==> src/rtl/bgq_pkg.sv <==
package bgq_pkg;

    // width of the beat divider; whole note spacing needs four counts
    localparam int unsigned CNT_W = 2;

    typedef enum logic [1:0] {
        DIV_QUARTER   = 2'b00,
        DIV_HALF      = 2'b01,
        DIV_WHOLE     = 2'b10,
        DIV_WHOLE_ALT = 2'b11
    } div_e;

    typedef enum logic {
        EDGE_HIGH  = 1'b0,
        EDGE_ARMED = 1'b1
    } edge_state_e;

    typedef enum logic {
        OUT_LOW  = 1'b0,
        OUT_HELD = 1'b1
    } out_state_e;

    // last divider count before a boundary for a given division
    function automatic logic [CNT_W-1:0] last_count(div_e d);
        logic [CNT_W-1:0] r;
        unique case (d)
            DIV_QUARTER:   r = CNT_W'(0);
            DIV_HALF:      r = CNT_W'(1);
            DIV_WHOLE,
            DIV_WHOLE_ALT: r = CNT_W'(3);
        endcase
        return r;
    endfunction

endpackage

==> src/rtl/bgq_sync.sv <==
module bgq_sync #(
    parameter int unsigned WIDTH  = 1,
    parameter int unsigned STAGES = 2
) (
    input  logic             clk_i,
    input  logic             rst_ni,
    input  logic [WIDTH-1:0] async_i,
    output logic [WIDTH-1:0] sync_o
);

    logic [WIDTH-1:0] stage_q [STAGES];

    generate
        for (genvar s = 0; s < STAGES; s++) begin : g_stage
            if (s == 0) begin : g_first
                always_ff @(posedge clk_i or negedge rst_ni) begin
                    if (!rst_ni) stage_q[0] <= '0;
                    else         stage_q[0] <= async_i;
                end
            end else begin : g_next
                always_ff @(posedge clk_i or negedge rst_ni) begin
                    if (!rst_ni) stage_q[s] <= '0;
                    else         stage_q[s] <= stage_q[s-1];
                end
            end
        end
    endgenerate

    assign sync_o = stage_q[STAGES-1];

endmodule

==> src/rtl/bgq_grid.sv <==
module bgq_grid
    import bgq_pkg::*;
(
    input  logic clk_i,
    input  logic rst_ni,
    input  logic beat_i,
    input  div_e div_sel_i,
    output logic tick_o
);

    edge_state_e      edge_q, edge_d;
    logic [CNT_W-1:0] cnt_q;
    div_e             act_q;
    logic             beat_rise;

    // state register
    always_ff @(posedge clk_i or negedge rst_ni) begin
        if (!rst_ni) edge_q <= EDGE_HIGH;
        else         edge_q <= edge_d;
    end

    // next state
    always_comb begin
        edge_d = edge_q;
        unique case (edge_q)
            EDGE_HIGH:  if (!beat_i) edge_d = EDGE_ARMED;
            EDGE_ARMED: if (beat_i)  edge_d = EDGE_HIGH;
        endcase
    end

    // outputs
    always_comb begin
        beat_rise = (edge_q == EDGE_ARMED) && beat_i;
        tick_o    = beat_rise && (cnt_q == last_count(act_q));
    end

    // divider: counts beat edges since the last boundary
    always_ff @(posedge clk_i or negedge rst_ni) begin
        if (!rst_ni) begin
            cnt_q <= '0;
            act_q <= DIV_QUARTER;
        end else if (beat_rise) begin
            if (tick_o) begin
                cnt_q <= '0;
                act_q <= div_sel_i;
            end else begin
                cnt_q <= cnt_q + CNT_W'(1);
            end
        end
    end

endmodule

==> src/rtl/bgq_hold.sv <==
module bgq_hold
    import bgq_pkg::*;
(
    input  logic clk_i,
    input  logic rst_ni,
    input  logic tick_i,
    input  logic gate_i,
    output logic qgate_o,
    output logic trig_o
);

    out_state_e st_q, st_d;
    logic       trig_q;

    // state register
    always_ff @(posedge clk_i or negedge rst_ni) begin
        if (!rst_ni) st_q <= OUT_LOW;
        else         st_q <= st_d;
    end

    // next state
    always_comb begin
        st_d = st_q;
        unique case (st_q)
            OUT_LOW:  if (tick_i && gate_i)  st_d = OUT_HELD;
            OUT_HELD: if (tick_i && !gate_i) st_d = OUT_LOW;
        endcase
    end

    // outputs: trigger registered alongside the state update
    always_ff @(posedge clk_i or negedge rst_ni) begin
        if (!rst_ni) trig_q <= 1'b0;
        else         trig_q <= tick_i && gate_i;
    end

    assign qgate_o = (st_q == OUT_HELD);
    assign trig_o  = trig_q;

endmodule

==> src/rtl/beat_gate_quantizer.sv <==
module beat_gate_quantizer
    import bgq_pkg::*;
#(
    parameter int unsigned SYNC_STAGES = 2
) (
    input  logic       clk_i,
    input  logic       rst_ni,
    input  logic       gate_async_i,
    input  logic       beat_async_i,
    input  logic [1:0] div_sel_i,
    output logic       qgate_o,
    output logic       trig_o
);

    logic [1:0] raw_in;
    logic [1:0] synced;
    logic       gate_s;
    logic       beat_s;
    logic       grid_tick;

    assign raw_in = {beat_async_i, gate_async_i};
    assign gate_s = synced[0];
    assign beat_s = synced[1];

    bgq_sync #(
        .WIDTH  (2),
        .STAGES (SYNC_STAGES)
    ) u_sync (
        .clk_i   (clk_i),
        .rst_ni  (rst_ni),
        .async_i (raw_in),
        .sync_o  (synced)
    );

    bgq_grid u_grid (
        .clk_i     (clk_i),
        .rst_ni    (rst_ni),
        .beat_i    (beat_s),
        .div_sel_i (div_e'(div_sel_i)),
        .tick_o    (grid_tick)
    );

    bgq_hold u_hold (
        .clk_i   (clk_i),
        .rst_ni  (rst_ni),
        .tick_i  (grid_tick),
        .gate_i  (gate_s),
        .qgate_o (qgate_o),
        .trig_o  (trig_o)
    );

endmodule

==> config.mk <==
export PLATFORM = sky130hd
export DESIGN_NAME = beat_gate_quantizer
export DESIGN_NICKNAME = d
export VERILOG_FILES = /design/src/rtl/bgq_pkg.sv /design/src/rtl/bgq_sync.sv /design/src/rtl/bgq_grid.sv /design/src/rtl/bgq_hold.sv /design/src/rtl/beat_gate_quantizer.sv
export SDC_FILE = /design/constraint.sdc
export NUM_CORES = 1
export LEC_CHECK = 0
export ABC_AREA = 1
export BUFFER_PORTS_ARGS = -buffer_cell sky130_fd_sc_hd__buf_2
export CORE_AREA = 2 2 39 41
export CTS_BUF_LIST = sky130_fd_sc_hd__clkbuf_4
export DETAILED_ROUTE_END_ITERATION = 8
export DIE_AREA = 0 0 41 43
export GPL_ROUTABILITY_DRIVEN = 0
export PLACE_DENSITY = 0.6
export SETUP_SLACK_MARGIN = 0.1
export SYNTH_ARGS = -nofsm -noshare
export SYNTH_HDL_FRONTEND = slang
export SYNTH_HIERARCHICAL = 1
export SYNTH_SLANG_ARGS = --single-unit
==> constraint.sdc <==
create_clock -name clk_i -period 1 [get_ports clk_i]
set_clock_uncertainty 0.1 [all_clocks]
set_input_delay 0.2 -clock clk_i [delete_from_list [all_inputs] [get_ports clk_i]]
set_output_delay 0.2 -clock clk_i [all_outputs]
set_load 0.01 [all_outputs]
==> results of run 1 <==
==> path summary, 6_finish.rpt <==
| kind | startpoint | endpoint | cells past startpoint | slack [ns] |
|---|---|---|---|---|
| max in group asynchronous | rst_ni | u_grid/act_q[1]$_DFFE_PN0P_ | 2 | 0.37 |
| max reg2reg | u_grid/act_q[1]$_DFFE_PN0P_ | flip-flop | 8 | -0.17 |
| min in group asynchronous | rst_ni | async pin | 2 | 0.22 |
| min reg2reg | u_sync/stage_q[3]$_DFF_PN0_ | u_sync/sync_o[1]$_DFF_PN0_ | 0 | 0.25 |
| min | div_sel_i[1] | u_grid/act_q[1]$_DFFE_PN0P_ | 3 | 0.07 |
| max | u_grid/act_q[1]$_DFFE_PN0P_ | flip-flop | 8 | -0.17 |
==> cell families after synthesis <==
family / after synthesis
xor+xnor: 1
buf+inv: 11
flops: 11
simple gates: 24
compound gates: 1
==> power by group through the flow <==
stage | registers, mW | clock network [mW] | logic, mW
floorplan | 0.644 | 0 | 0.344
global placement | 0.645 | 0 | 0.479
detailed placement | 0.651 | 0 | 0.483
CTS | 0.643 | 0.341 | 0.596
global route | 0.687 | 0.352 | 0.704
finish | 0.668 | 0.321 | 0.621
==> cell type report <==
class,count,share of cell area
Timing Repair Buffer,16,0.1800
Inverter,9,0.05521
Multi-Input combinational cell,26,0.2311
Sequential cell,11,0.4519
Clock buffer,4,0.04908
Tap cell,16,0.03272
==> placed cells by master, fill, tap and decap left out <==
cell / Yosys / routed
nand2_1: 13 / 13
dfrtp_1: 11 / 10
buf_2: 0 / 7
inv_1: 7 / 6
buf_4: 2 / 6
clkbuf_4: 0 / 4
dlygate4sd3_1: 0 / 3
inv_2: 2 / 3
nand2_2: 3 / 3
nand3_1: 3 / 2
nor2_1: 3 / 2
nand2_4: 1 / 1
nor2_4: 1 / 1
o21ai_2: 0 / 1
nor2_2: 0 / 1
nand3_2: 0 / 1
xor2_1: 1 / 1
dfrtp_2: 0 / 1
==> worst register-to-register path, cell delays in order, from the launching register on <==
cell	delay [ns]
dfrtp_2	0.44
nor2_2	0.09
nand2_1	0.06
nand2_2	0.10
nand2_2	0.08
inv_2	0.07
inv_1	0.04
nand2_1	0.04
nand2_1	0.04
==> per-layer routing <==
metal | part of all wire | track usage | up-vias | wire [um]
met1 | 0.41 | 0.1168 | 145 | 293
met2 | 0.55 | 0.1719 | 6 | 391
met4 | 0 | 0.08000 | 0 | 0
met5 | 0 | 0 | - | 0
met3 | 0.032 | 0.01571 | 0 | 23
li1 | - | - | 176 | -
==> state kept, by name, indices dropped and copies added, names as in the netlist, named ones only <==
| register | flops |
|---|---|
| u_grid/act_q | 2 |
| u_grid/cnt_q | 2 |
| u_sync/stage_q | 2 |
| u_sync/sync_o | 2 |
| u_grid/edge_q | 1 |
| u_hold/trig_o | 1 |
==> metrics by stage <==
step,worst slack [ns],TNS [ns]
2_1_floorplan,-0.08164,-0.1589
3_3_place_gp,-0.1451,-0.5527
3_5_place_dp,-0.1771,-0.6839
4_1_cts,-0.1874,-1.035
5_1_grt,-0.2833,-1.424
6_report,-0.1705,-0.8615
==> what timing repair did <==
item / CTS / global route
gates resized for setup: 1 / 4
hold buffers: 3 / 0
setup endpoints to repair: 8 / 8
pin swaps: 4 / 3
hold endpoints to repair: 13 / 0
setup buffers: 2 / 1
==> results.yml, run 1 <==
yosys:
  synth_fa_ha_area_frac: 0
  synth_compound_area_frac: 0.01102
  yosysWarnings: 6
  synth_area_per_cell_um2: 9.462
  synthTopCellsByArea: "dfrtp_1, nand2_1, inv_1"
  synth_top_cell_by_area: "dfrtp_1"
  ys_ff_latch: 11
  ys_types: 12
  synth_area_um2: 454.2
  synth.cells.most_frequent: "nand2_1, dfrtp_1, inv_1"
  syn-num-nets: 54
  async_flop_share: 1.000
  synth-simple-area-share: 0.2562
  synth_edf_count: 0
  synthFlopType: "dfrtp_1"
  yosysTopAreaCellShare: 0.6061
  synth_cells: 48
  synthXorXnorAreaFrac: 0.01928
  seq_area_frac_synth: 0.6061
  synth_top_family_by_area: "simple AND/OR/NAND/NOR gates"
  synthMuxAreaShare: 0
  yosysMostFrequentCell: "nand2_1"
clock_tree:
  cts_tree: "built"
  cts_buffers: 3
  clk_pin_slew_ns: 0.07
  htreeDepth: 1
  cts_buffer_depth: 2
  clock_sinks: 11
  insertion_delay_ns: 0.26
  root_buffer: "clkbuf_4"
grt:
  grt_usage: 0.1066
  grt_max_degree: 12
  grt_pass1_wl_mm: 1.186
  first_global_vias: 310
  antenna_found_initial: 0
  overflow: 0
cells_and_area:
  instances_no_fill: 82
  syn_to_final_growth_pct: 34.71
  multi_input_area_um2: 141.4
  finalInstanceArea_um2: 611.8
  fillers: 147
  final_util: 0.4421
  drive_above_1_share: 0.4394
  seqCellArea_um2: 276.5
  antenna-diode-count: 0
  final_net_count: 73
critical_path:
  path_class: "flip-flop to flip-flop"
  crit_fanout: 5
  cp_common_cell: "nand2_1"
  startpoint_type: "flip-flop"
  slowest_stage: "dfrtp_2"
  max_stage_delay_ns: 0.44
  arrival_ns: 1.23
  setup.worst_path.end_class: "flip-flop"
  crit_buf_inv: 2
  crit_chain: "nor2_2 -> nand2_1 -> nand2_2 -> nand2_2 -> inv_2 -> inv_1 -> nand2_1 -> nand2_1"
  required_ns: 1.06
  path_delay_family: "flip-flops"
floorplan:
  die_area_um2: 1763
  io_pins: 8
  coreArea_um2: 1384
  start_util: 0.3282
  die_w_um: 41
  die_h_um: 43
  num_rows: 14
pwr:
  pwr-share-seq: 0.415
  cellPowerDensity_nw_per_um2: 2631
  p_leak_nw: 0.3440
  vdd_drop_max_mv: 1.213
  p_comb_frac: 0.386
  swShare: 0.3438
  p_sw_mw: 0.5534
  pwr-share-clk: 0.199
  p_total_mw: 1.610
  p_int_mw: 1.056
placed_design:
  port_buffers: 7
  dp_cells: 72
  dp.final_hpwl_um: 498.5
  place_area_um2: 516.7
timing:
  fmax_mhz: 854.3
  worst_slew_margin_rel: 0.8438
  hold_viol_final: 0
  rsz0062_at_grt: "yes"
  worst_pin_slew_ns: 0.2342
  fin_ws_ns: -0.1705
  hold_ws_ns: 0.07249
  setup_viol: 8
  drv_slew: 0
  min_period_ns: 1.171
  fin_crit_sh: 1.171
job:
  maxCapViolations: 0
route:
  vias_per_cell: 3.988
  avgRoutedWirePerCell_um: 8.634
  vias: 327
  first_iter_violations: 1
  drcViolationCount: 0
  postRouteWirelength_um: 708
  postRouteAntennaNets: 0
  drt_first_pass_iters: 2
min_path:
  hold_class: "input pin to flip-flop"
run_status:
  status: "finished with violations"
  violations: "negative setup slack"
(Power assumes the default switching activity.)
==> run 2, diff against run 1 <==
--- a/config.mk
+++ b/config.mk
@@ -13,6 +13,7 @@
 export DIE_AREA = 0 0 41 43
 export GPL_ROUTABILITY_DRIVEN = 0
 export PLACE_DENSITY = 0.6
+export RECOVER_POWER = 25
 export SETUP_SLACK_MARGIN = 0.1
 export SYNTH_ARGS = -nofsm -noshare
 export SYNTH_HDL_FRONTEND = slang
==> run 2 against run 1 <==
  * The run still ends with negative setup slack left
  * Combinational power is essentially flat
  * Via count is the same
  * Clock power is essentially flat
  * Sequential power is essentially flat
  * Global-route usage is the same
  * Final cell count is the same
  * Non-clock buffer count is the same
  * Total power is essentially flat
  * Sequential cell count is the same
  * Sequential share of layout area is the same
  * Critical path type unchanged
==> results.yml, run 2 (synthesized netlist as in run 1, its figures left out) <==
grt:
  grt_usage: 0.1066
  grt_max_degree: 12
  first_global_vias: 310
  overflow: 0
  grt_pass1_wl_mm: 1.186
  antenna_found_initial: 0
pwr:
  p_total_mw: 1.610
  pwr-share-clk: 0.199
  p_int_mw: 1.056
  cellPowerDensity_nw_per_um2: 2631
  vdd_drop_max_mv: 1.213
  pwr-share-seq: 0.415
  swShare: 0.3438
  p_comb_frac: 0.386
  p_sw_mw: 0.5535
  p_leak_nw: 0.3442
critical_path:
  arrival_ns: 1.23
  rr_worst_depth: 8
  required_ns: 1.06
  setup.worst_path.end_class: "flip-flop"
  startpoint_type: "flip-flop"
  path_class: "flip-flop to flip-flop"
  crit_fanout: 5
  ff2ff_setup_slack_ns: -0.17
  worstReg2RegStart: "u_grid/act_q[1]$_DFFE_PN0P_"
cells_and_area:
  layout_common_cells: "nand2_1, dfrtp_1, buf_2, inv_1, buf_4"
  final_net_count: 73
  final_util: 0.4421
  antenna-diode-count: 0
  drive_above_1_share: 0.4394
  syn_to_final_growth_pct: 34.71
  instances_no_fill: 82
  final_common_cell: "nand2_1"
route:
  postRouteAntennaNets: 0
  first_iter_violations: 1
  vias_per_cell: 3.988
  drcViolationCount: 0
  vias: 327
  postRouteWirelength_um: 708
  avgRoutedWirePerCell_um: 8.634
  drt_first_pass_iters: 2
floorplan:
  num_rows: 14
  coreArea_um2: 1384
  io_pins: 8
  die_h_um: 43
  die_area_um2: 1763
  die_w_um: 41
  start_util: 0.3282
clock_tree:
  clk_pin_slew_ns: 0.07
  cts_buffers: 3
  cts_tree: "built"
  cts_buffer_depth: 2
  root_buffer: "clkbuf_4"
  insertion_delay_ns: 0.26
  htreeDepth: 1
  clock_sinks: 11
min_path:
  hold_class: "input pin to flip-flop"
  min_to: "u_grid/act_q[1]$_DFFE_PN0P_"
  hp-start: "div_sel_i[1]"
  hold_path_depth: 3
run_status:
  violations: "negative setup slack"
  status: "finished with violations"
timing:
  fin_crit_sh: 1.171
  setup_viol: 8
  worst_slew_margin_rel: 0.8267
  hold_ws_ns: 0.07249
  hold_viol_final: 0
  fin_ws_ns: -0.1707
  rsz0062_at_grt: "yes"
  drv_slew: 0
  min_period_ns: 1.171
  fmax_mhz: 854.2
  worst_pin_slew_ns: 0.2600
job:
  maxCapViolations: 0
placed_design:
  port_buffers: 7
  dp.final_hpwl_um: 498.5
  dp_cells: 72
==> run 2: worst max-delay path by stage <==
stage | startpoint | endpoint | slack [ns]
2_1_floorplan | u_grid/act_q[1]$_DFFE_PN0P_ | flip-flop | -0.08
3_3_place_gp | u_grid/act_q[1]$_DFFE_PN0P_ | flip-flop | -0.15
3_5_place_dp | u_grid/act_q[1]$_DFFE_PN0P_ | flip-flop | -0.18
4_1_cts | u_grid/act_q[1]$_DFFE_PN0P_ | flip-flop | -0.19
5_1_grt | u_grid/act_q[0]$_DFFE_PN0P_ | flip-flop | -0.28
6_report | u_grid/act_q[1]$_DFFE_PN0P_ | flip-flop | -0.17
==> run 2: per-stage QoR <==
step                      worst slack [ns]  area (um^2)  TNS, ns
final                              -0.1707        611.8  -0.8618
after global routing               -0.2833        611.8   -1.424
after global placement             -0.1451        516.7  -0.5527
after CTS                          -0.1874        596.8   -1.035
after detailed placement           -0.1771        516.7  -0.6839
after floorplan                   -0.08164        454.2  -0.1589
==> run 2: timing repair <==
action,4_1_cts,5_1_grt
endpoints found under the hold margin,13,0
pin swaps,4,3
hold buffers,3,0
gates resized for setup,1,4
setup buffers,2,1
setup endpoints to repair,8,8
cloned,0,0
==> run 2: power groups by stage <==
stage               Clock [mW]  Combinational [mW]  Sequential (mW)
finish                   0.321               0.621            0.668
global route             0.352               0.704            0.687
CTS                      0.341               0.596            0.643
detailed placement           0               0.483            0.651
global placement             0               0.479            0.645
floorplan                    0               0.344            0.644
==> run 2: final cells by class <==
class	instances	area, um^2
Multi-Input combinational cell	26	141.4
Inverter	9	33.78
Clock buffer	4	30.03
Fill cell	147	772.0
Tap cell	16	20.02
Timing Repair Buffer	16	110.1
Sequential cell	11	276.5
==> run 2: layer usage <==
layer	part of all wire	wire length, um	GRT usage
met2	0.55	391	0.1719
met4	0	0	0.08000
met1	0.41	293	0.1168
met3	0.032	23	0.01571
met5	0	0	0
==> run 2: critical path, cell delays in order (launching register included) <==
cell and delay (ns):
dfrtp_2 0.44, nor2_2 0.09, nand2_1 0.06, nand2_2 0.10, nand2_2 0.08, inv_2 0.07
inv_1 0.04, nand2_1 0.04, nand2_1 0.04
==> run 3, diff against run 2 <==
--- a/config.mk
+++ b/config.mk
@@ -7,12 +7,13 @@
 export LEC_CHECK = 0
 export ABC_AREA = 1
 export BUFFER_PORTS_ARGS = -buffer_cell sky130_fd_sc_hd__buf_2
-export CORE_AREA = 2 2 39 41
+export CELL_PAD_IN_SITES_DETAIL_PLACEMENT = 2
+export CELL_PAD_IN_SITES_GLOBAL_PLACEMENT = 2
+export CORE_UTILIZATION = 30
 export CTS_BUF_LIST = sky130_fd_sc_hd__clkbuf_4
 export DETAILED_ROUTE_END_ITERATION = 8
-export DIE_AREA = 0 0 41 43
 export GPL_ROUTABILITY_DRIVEN = 0
-export PLACE_DENSITY = 0.6
+export PLACE_DENSITY = 0.78
 export RECOVER_POWER = 25
 export SETUP_SLACK_MARGIN = 0.1
 export SYNTH_ARGS = -nofsm -noshare
==> run 3 against run 2 <==
  * The flow still finishes with violations (negative setup slack)
  * Clock power is essentially flat
  * Combinational power up 45%
  * Via count rose by 13%
  * Worst setup slack got worse by 0.18 ns
  * Register-to-register slack worse by 0.18 ns
  * Non-clock buffer count is 1 higher
  * Worst hold slack gained 0.011 ns
  * Critical path depth unchanged
  * Clock-buffer cell count unchanged
  * Final area grew 5.3%
  * Fmax shrank 13%
  * Die area decreased by 5.1%
  * Critical path type unchanged
  * Largest cell class unchanged
==> results.yml, run 3 (synthesized netlist as in run 1, its figures left out) <==
run_status:
  status: "finished with violations"
  violations: "negative setup slack"
grt:
  grt_max_degree: 12
  grt_pass1_wl_mm: 1.704
  grt_usage: 0.1659
  first_global_vias: 374
  overflow: 0
  antenna_found_initial: 0
placed_design:
  port_buffers: 7
  place_area_um2: 523.0
  dp.final_hpwl_um: 701.6
  dp_cells: 72
timing:
  rsz0062_at_grt: "yes"
  fin_crit_sh: 1.350
  worst_pin_slew_ns: 0.2846
  setup_viol: 8
  setup_tns_ns: -1.985
  min_period_ns: 1.350
  hold_viol_final: 0
  fin_ws_ns: -0.3497
  worst_slew_margin_rel: 0.8103
  fmax_mhz: 740.9
  drv_slew: 0
route:
  drcViolationCount: 0
  vias_per_cell: 4.488
  postRouteAntennaNets: 0
  postRouteWirelength_mm: 1.371
  avgRoutedWirePerCell_um: 16.72
  drt_first_pass_iters: 3
  vias: 368
  first_iter_violations: 5
min_path:
  hold_class: "input pin to flip-flop"
job:
  maxCapViolations: 0
clock_tree:
  cts_buffers: 3
  clock_sinks: 11
  cts_tree: "built"
  cts_buffer_depth: 2
  root_buffer: "clkbuf_4"
  htreeDepth: 1
  insertion_delay_ns: 0.26
  clk_pin_slew_ns: 0.07
cells_and_area:
  layout_common_cells: "dfrtp_1, nand2_1, inv_1, buf_4, buf_2"
  antenna-diode-count: 0
  finalInstanceArea_um2: 644.4
  instances_no_fill: 82
  final_net_count: 74
  syn_to_final_growth_pct: 41.87
  drive_above_1_share: 0.4627
  final_common_cell: "dfrtp_1"
pwr:
  p_leak_nw: 0.3670
  vdd_drop_max_mv: 1.428
  cellPowerDensity_nw_per_um2: 2936
critical_path:
  setup.worst_path.end_class: "flip-flop"
  startpoint_type: "flip-flop"
  arrival_ns: 1.40
  path_class: "flip-flop to flip-flop"
  required_ns: 1.05
  crit_fanout: 5
floorplan:
  num_rows: 13
  die_h_um: 40.91
  io_pins: 8
  coreArea_um2: 1350
  die_area_um2: 1674
  start_util: 0.3364
  die_w_um: 40.91
[run 3: critical path: stages (launching register included)]
cell,delay [ns]
dfrtp_1,0.44
nor2_1,0.17
nand2_1,0.10
nand2_2,0.14
nand2_4,0.09
inv_4,0.07
inv_2,0.04
nand2_2,0.05
nand2_2,0.04
[run 3: worst paths after layout]
path	start	endpoint	slack, ns	depth (start not counted)
worst max-delay path	u_grid/act_q[1]$_DFFE_PN0P_	flip-flop	-0.35	8
min in group asynchronous	rst_ni	u_grid/edge_q$_DFF_PN0_	0.28	2
max in group asynchronous	rst_ni	u_grid/act_q[0]$_DFFE_PN0P_	0.30	2
worst max register to register	u_grid/act_q[1]$_DFFE_PN0P_	flip-flop	-0.35	8
worst min-delay path	div_sel_i[0]	u_grid/act_q[0]$_DFFE_PN0P_	0.08	3
worst min register to register	u_sync/stage_q[3]$_DFF_PN0_	u_sync/sync_o[1]$_DFF_PN0_	0.26	0
[run 3: power by group]
group	switching, mW	total (mW)	internal, mW
Clock	0.139	0.320	0.181
Sequential	0.113	0.672	0.559
Combinational	0.492	0.900	0.407
Total	0.744	1.89	1.15
[run 3: cell type report]
type,instances,area [um^2]
Fill cell,146,705.7
Tap cell,15,18.77
Multi-Input combinational cell,26,156.4
Inverter,9,36.28
Sequential cell,11,275.3
Clock buffer,4,30.03
Timing Repair Buffer,17,127.6
[run 3: repair_timing]
item                                   in CTS  in global routing
pin swaps                                   2                  7
buffers inserted                            0                  3
gates resized for setup                     0                 11
hold buffers                                3                  0
endpoints found under the hold margin      13                  0
setup endpoints to repair                   8                  8
[run 3: layer usage]
metal	vias up	GRT usage	part of all wire	wire length, um
met5	-	0	0	0
met3	2	0.03261	0.016	22
met2	6	0.2891	0.50	686
met1	183	0.2027	0.48	656
li1	177	-	-	-
met4	0	0.05000	0.0044	6
[run 3: through the flow]
step | hold WS [ns] | total power, mW | util | setup WS [ns]
floorplan | -0.1956 | 0.9882 | - | -0.08164
CTS | 0.08645 | 1.555 | 0.4319 | -0.2098
detailed placement | -0.01823 | 1.220 | 0.3874 | -0.1994
global route | 0.07868 | 1.998 | 0.4773 | -0.4169
finish | 0.08342 | 1.892 | 0.4773 | -0.3497
global placement | -0.02327 | 1.180 | 0.3874 | -0.1504
